### src/rtl/rvq_pkg.sv
package rvq_pkg;

  // Strobes from control to datapath
  typedef struct packed {
    logic wrEn;      // store inData into the slot at wrIdx
    logic passThru;  // empty-queue bypass: output shows inData
  } rvqStrobe_t;

endpackage

### src/rtl/rvq_ctrl.sv
module rvq_ctrl
  import rvq_pkg::*;
#(
  parameter int DEPTH = 4,
  parameter bit PIPE  = 1'b0,
  parameter bit FLOW  = 1'b0,
  parameter int PTR_W = 2,
  parameter int CNT_W = 3
) (
  input  logic             clk,
  input  logic             rst,
  input  logic             inVal,
  output logic             inRdy,
  output logic             outVal,
  input  logic             outRdy,
  output rvqStrobe_t       strb,
  output logic [PTR_W-1:0] wrIdx,
  output logic [PTR_W-1:0] rdIdx,
  output logic [CNT_W-1:0] count
);

  logic [PTR_W-1:0] wrPtr, rdPtr;
  logic             fullQ;
  logic             isEmpty;
  logic             enq, deq, pushSt, popSt;

  function automatic logic [PTR_W-1:0] bumpPtr(input logic [PTR_W-1:0] p);
    if (32'(p) >= DEPTH - 1) return '0;
    return p + 1'b1;
  endfunction

  assign isEmpty = (wrPtr == rdPtr) && !fullQ;

  generate
    if (PIPE) begin : g_pipeRdy
      assign inRdy = !fullQ || outRdy;
    end else begin : g_plainRdy
      assign inRdy = !fullQ;
    end
  endgenerate

  assign outVal = !isEmpty || (FLOW && inVal);

  assign enq = inVal && inRdy;
  assign deq = outVal && outRdy;

  // With the bypass active, an item taken on the same edge never enters storage
  assign strb.passThru = FLOW && isEmpty;
  assign pushSt = enq && !(strb.passThru && deq);
  assign popSt  = deq && !strb.passThru;
  assign strb.wrEn = pushSt;
  assign wrIdx = wrPtr;
  assign rdIdx = rdPtr;

  always_ff @(posedge clk) begin
    if (rst) begin
      wrPtr <= '0;
      rdPtr <= '0;
      fullQ <= 1'b0;
    end else begin
      if (pushSt) wrPtr <= bumpPtr(wrPtr);
      if (popSt)  rdPtr <= bumpPtr(rdPtr);
      if (pushSt && !popSt && (bumpPtr(wrPtr) == rdPtr)) fullQ <= 1'b1;
      else if (popSt && !pushSt)                          fullQ <= 1'b0;
    end
  end

  always_comb begin
    if (fullQ)               count = CNT_W'(DEPTH);
    else if (wrPtr >= rdPtr) count = CNT_W'(wrPtr - rdPtr);
    else                     count = CNT_W'(DEPTH - 32'(rdPtr) + 32'(wrPtr));
  end

  // Embedded properties
  p_count_range_r6: assert property (@(posedge clk) disable iff (rst)
    32'(count) <= DEPTH);

  p_count_up_r6: assert property (@(posedge clk) disable iff (rst)
    (inVal && inRdy && !(outVal && outRdy)) |=> (32'(count) == 32'($past(count)) + 1));

  p_count_down_r6: assert property (@(posedge clk) disable iff (rst)
    (!(inVal && inRdy) && outVal && outRdy) |=> (32'(count) + 1 == 32'($past(count))));

  p_bypass_keeps_empty_r5: assert property (@(posedge clk) disable iff (rst)
    (FLOW && count == '0 && inVal && outRdy) |=> (count == '0));

  p_noflow_empty_r9: assert property (@(posedge clk) disable iff (rst)
    (!FLOW && count == '0) |-> !outVal);

  p_full_stall_r2: assert property (@(posedge clk) disable iff (rst)
    (!PIPE && 32'(count) == DEPTH) |-> !inRdy);

  p_pipe_accept_r3: assert property (@(posedge clk) disable iff (rst)
    (PIPE && outRdy) |-> inRdy);

endmodule

### src/rtl/rvq_store.sv
module rvq_store
  import rvq_pkg::*;
#(
  parameter int DATA_W = 8,
  parameter int DEPTH  = 4,
  parameter int PTR_W  = 2
) (
  input  logic              clk,
  input  rvqStrobe_t        strb,
  input  logic [PTR_W-1:0]  wrIdx,
  input  logic [PTR_W-1:0]  rdIdx,
  input  logic [DATA_W-1:0] inData,
  output logic [DATA_W-1:0] outData
);

  logic [DATA_W-1:0] headData;

  generate
    if (DEPTH == 1) begin : g_single
      // One holding register; pointers carry no information here
      logic [DATA_W-1:0] holdQ;
      logic              idxUnused;
      assign idxUnused = ^{wrIdx, rdIdx};
      always_ff @(posedge clk) begin
        if (strb.wrEn) holdQ <= inData;
      end
      assign headData = holdQ;
    end else begin : g_array
      logic [DATA_W-1:0] slotQ [DEPTH];
      always_ff @(posedge clk) begin
        if (strb.wrEn) slotQ[wrIdx] <= inData;
      end
      assign headData = slotQ[rdIdx];
    end
  endgenerate

  // The bypass is chosen by the control's empty detection, never by write-through
  assign outData = strb.passThru ? inData : headData;

endmodule

### src/rtl/rvq_queue.sv
module rvq_queue
  import rvq_pkg::*;
#(
  parameter int DATA_W = 8,
  parameter int DEPTH  = 4,
  parameter bit PIPE   = 1'b0,
  parameter bit FLOW   = 1'b0,
  localparam int PTR_W = (DEPTH > 1) ? $clog2(DEPTH) : 1,
  localparam int CNT_W = $clog2(DEPTH + 1)
) (
  input  logic              clk,
  input  logic              rst,
  input  logic              inVal,
  output logic              inRdy,
  input  logic [DATA_W-1:0] inData,
  output logic              outVal,
  input  logic              outRdy,
  output logic [DATA_W-1:0] outData,
  output logic [CNT_W-1:0]  count
);

  rvqStrobe_t       strb;
  logic [PTR_W-1:0] wrIdx, rdIdx;

  rvq_ctrl #(
    .DEPTH(DEPTH), .PIPE(PIPE), .FLOW(FLOW), .PTR_W(PTR_W), .CNT_W(CNT_W)
  ) ctrl_i (
    .clk(clk), .rst(rst), .inVal(inVal), .inRdy(inRdy),
    .outVal(outVal), .outRdy(outRdy), .strb(strb),
    .wrIdx(wrIdx), .rdIdx(rdIdx), .count(count)
  );

  rvq_store #(
    .DATA_W(DATA_W), .DEPTH(DEPTH), .PTR_W(PTR_W)
  ) store_i (
    .clk(clk), .strb(strb), .wrIdx(wrIdx), .rdIdx(rdIdx),
    .inData(inData), .outData(outData)
  );

  // A stored head that is not taken stays presented and unchanged
  p_hold_head_r1: assert property (@(posedge clk) disable iff (rst)
    (outVal && !outRdy && count != '0) |=> (outVal && $stable(outData)));

endmodule

### config.mk
export PLATFORM = sky130hd
export DESIGN_NAME = rvq_queue
export DESIGN_NICKNAME = d
export VERILOG_FILES = /design/src/rtl/rvq_pkg.sv /design/src/rtl/rvq_ctrl.sv /design/src/rtl/rvq_store.sv /design/src/rtl/rvq_queue.sv
export SDC_FILE = /design/constraint.sdc
export NUM_CORES = 1
export LEC_CHECK = 0
export ABC_AREA = 0
export BUFFER_PORTS_ARGS = -buffer_cell sky130_fd_sc_hd__buf_2
export CORE_AREA = 2 2 60 62
export DETAILED_ROUTE_END_ITERATION = 7
export DIE_AREA = 0 0 62 64
export HOLD_SLACK_MARGIN = 0.06
export PLACE_DENSITY = 0.79
export SLEW_MARGIN = 25
export SYNTH_ARGS = -nofsm -noshare
export SYNTH_HDL_FRONTEND = slang
export SYNTH_SLANG_ARGS = --single-unit
### constraint.sdc
create_clock -name clk -period 1.6 [get_ports clk]
set_input_delay 0.16 -clock clk [delete_from_list [all_inputs] [get_ports clk]]
set_output_delay 0.16 -clock clk [all_outputs]
set_load 0.01 [all_outputs]
==> results.md <==
- Outcome: complete, but fails checks
- Failing checks: negative setup slack
- Mean area per synthesized cell: 17.5 sq um
- Min Clock Period, post-route: 1.75 ns
- Post-synthesis sequential area ratio: 0.693
- LEAKAGE: 0.769 nW
- Die width: 62 microns
- Clk slew on worst S/H paths: 0.11 ns
- Max-cap violations: 0
- Post-DP HPWL: 1770 microns
- RSZ-0062 raised after global routing: true
- Synth Instances: 91
- DP Cell Count: 167
- Io pins: 25
- Commonest non-fill, non-tap cell in the layout: edfxtp_1
- Slew Viols, Final: 0
- Mapped Nets: 111
- Fin nets: 159
- Commonest non-fill, non-tap cells in the layout: edfxtp_1, buf_2, dlygate4sd3_1, mux4_2, buf_4
- Worst slew margin relative to its limit: 0.726
- Crit. End Element: output port
- Register-to-Register Path Depth: 5
- N_diodes: 0
- Die H: 64 microns
- Async set-reset flop share out of synthesis: 0
- Post-DRT Antenna Nets: 0
- Clk buf depth: 2
- Worst Tran Pin Value: 0.410 ns
- 1st-pass router iterations: 4
- Num CTS Buffers: 5
- Final Cycle Share: 1.10
- GRT overflow: 0
- Filler instances: 248
- Critical Path AT: 1.59 ns
- Seq cells post-synth: 39
- Yosys warning total: 0
- Area of the core: 3280 sq um
- VDD IR-drop max: 0.000709 V
- Final clock skew: 0.00471 ns
- RD Place Congestion: 0.784
- Top_reg_cell synth: edfxtp_1
- Total number of H-tree levels: 2
- Area of the multi-input gates: 482 sq um
- Post-synth EDFFs: 32
- Port-buffer cells: 24
- DR DRC count: 0
- Vias: 919
- CTS tree: built
- Final wirelength: 2680 microns
- Total track usage: 0.152
- Avg WL per Cell: 14.4 microns
- Antenna violations before repair: 0
- Sum Neg Setup Slack: -0.424 ns
- Maximum clock frequency: 570 MHz
- WS Path Type: register to output port
- Power Dens Cells: 1190 nW/um^2
- Reg2reg end: ctrl_i.rdIdx[0]
- Cell row count: 21
- WP data required: 1.44 ns
- Worst min path class: primary input to register
- FF/Latch Area: 1110 sq um
- Initial Util: 0.484
- Final hold violation count: 0
- Final worst slack: -0.154 ns
- Critical Path End: count[1]
- Post-synthesis cell area: 1590 sq um
- # setup viols final: 11
- Cell variety after synth: 22
- Worst skew pair latency: 0.33 ns
- Clk Tree Root Cell: clkbuf_4
- Pin count of the biggest net entering global routing: 13
- Finished Layout Cells: 186
- Critical Path Start: ctrl_i.wrIdx[0]
- Layout cells sized above 1: 0.429
- Worst r2r src: ctrl_i.rdIdx[1]
- Via density per instance: 4.94
- First-pass GRT wire length: 4160 microns
- Initial DRC count: 45
- Area grow syn2layout: 29.6%
- Vias in the first global route: 946
- Die ar.: 3970 sq um
- Clock Sinks: 39
- Crit Path Max Fanout: 2
- Worst R2R Setup Slack: 0.05 ns
- CP startpoint kind: register
-- where the power goes --
group,internal [W],total [W],switching (W),leakage [nW]
Clock,0.000170,0.000469,0.000300,0.0282
Sequential,0.00119,0.00124,0.0000453,0.352
Combinational,0.000409,0.000752,0.000343,0.388
Total,0.00177,0.00246,0.000689,0.769
-- layer usage --
| metal | up-vias | part of all wire | track usage |
|---|---|---|---|
| met1 | 441 | 0.41 | 0.158 |
| met3 | 7 | 0.049 | 0.0628 |
| met2 | 28 | 0.52 | 0.260 |
| met5 | - | 0 | 0 |
| li1 | 443 | - | - |
| met4 | 0 | 0.022 | 0.0638 |
-- worst max-delay path: stages (launching register included) --
cell     delay (ns)
dfxtp_2        0.35
inv_2          0.05
ha_4           0.15
fa_2           0.53
nor2_1         0.04
buf_2          0.14
-- registers in the layout (all words and copies together) (netlist names), named ones only --
register,cells
ctrl_i.wrIdx,2
ctrl_i.rdIdx,2
ctrl_i.fullQ,1
store_i.g_array.slotQ,32
-- per-stage QoR --
step / setup slack, ns / hold slack [ns] / total power, W / area (sq um) / util
global placement: 0.127 / 0.370 / 0.00186 / 1830 / 0.557
floorplan: 0.0450 / 0.229 / 0.00162 / 1590 / -
global route: -0.229 / 0.109 / 0.00261 / 2060 / 0.627
detailed placement: 0.0625 / 0.383 / 0.00188 / 1830 / 0.557
finish: -0.154 / 0.137 / 0.00246 / 2060 / 0.627
CTS: -0.108 / 0.121 / 0.00241 / 2020 / 0.616
-- worst min-delay path by stage --
stage                     slack, ns  cells past startpoint                          end       from
after floorplan                0.23                      1                     register        rst
after detailed placement       0.38                      1  store_i.g_array.slotQ[2][4]  inData[4]
after global placement         0.37                      1  store_i.g_array.slotQ[2][7]  inData[7]
after global routing           0.11                      3                 ctrl_i.fullQ      inVal
final                          0.14                      3                 ctrl_i.fullQ      inVal
after CTS                      0.12                      3                 ctrl_i.fullQ      inVal
-- synth_stat cells (2+ instances only) --
| master | n | area (sq um) |
|---|---|---|
| a21oi_1 | 4 | 20.0 |
| ha_1 | 7 | 87.6 |
| inv_1 | 6 | 22.5 |
| o21ai_0 | 3 | 15.0 |
| and2_1 | 4 | 25.0 |
| mux4_2 | 8 | 180 |
| dfxtp_1 | 7 | 140 |
| nand3_1 | 2 | 10.0 |
| mux2i_1 | 2 | 20.0 |
| edfxtp_1 | 32 | 961 |
| nor2_1 | 5 | 18.8 |
-- area by class of cell --
| type | instances | share of cell area |
|---|---|---|
| timing repair buffer | 43 | 0.164 |
| sequential | 39 | 0.537 |
| inverter | 6 | 0.0109 |
| multi-input combinational | 44 | 0.234 |
| clock buffer | 6 | 0.0200 |
| clock inverter | 2 | 0.00608 |
| tap | 46 | 0.0279 |
-- logic make-up after synthesis --
| family | after synthesis | share of synthesized area |
|---|---|---|
| buffers and inverters | 8 | 0.0197 |
| adder cells (fa/ha/maj) | 8 | 0.0677 |
| AND/OR/NAND/NOR | 17 | 0.0606 |
| XOR/XNOR | 1 | 0.00551 |
| multiplexers | 10 | 0.126 |
| flip-flops | 39 | 0.693 |
| AO/OA/AOI/OAI | 8 | 0.0276 |
-- what timing repair did --
action / CTS / global route
setup buffers: 1 / 0
resized for setup: 11 / 8
setup endpoints to repair: 11 / 11
endpoints found under the hold margin: 37 / 0
hold buffers: 10 / 0
pin swaps: 2 / 1
cloned: 0 / 0
Power figures use the tool's default switching activity.
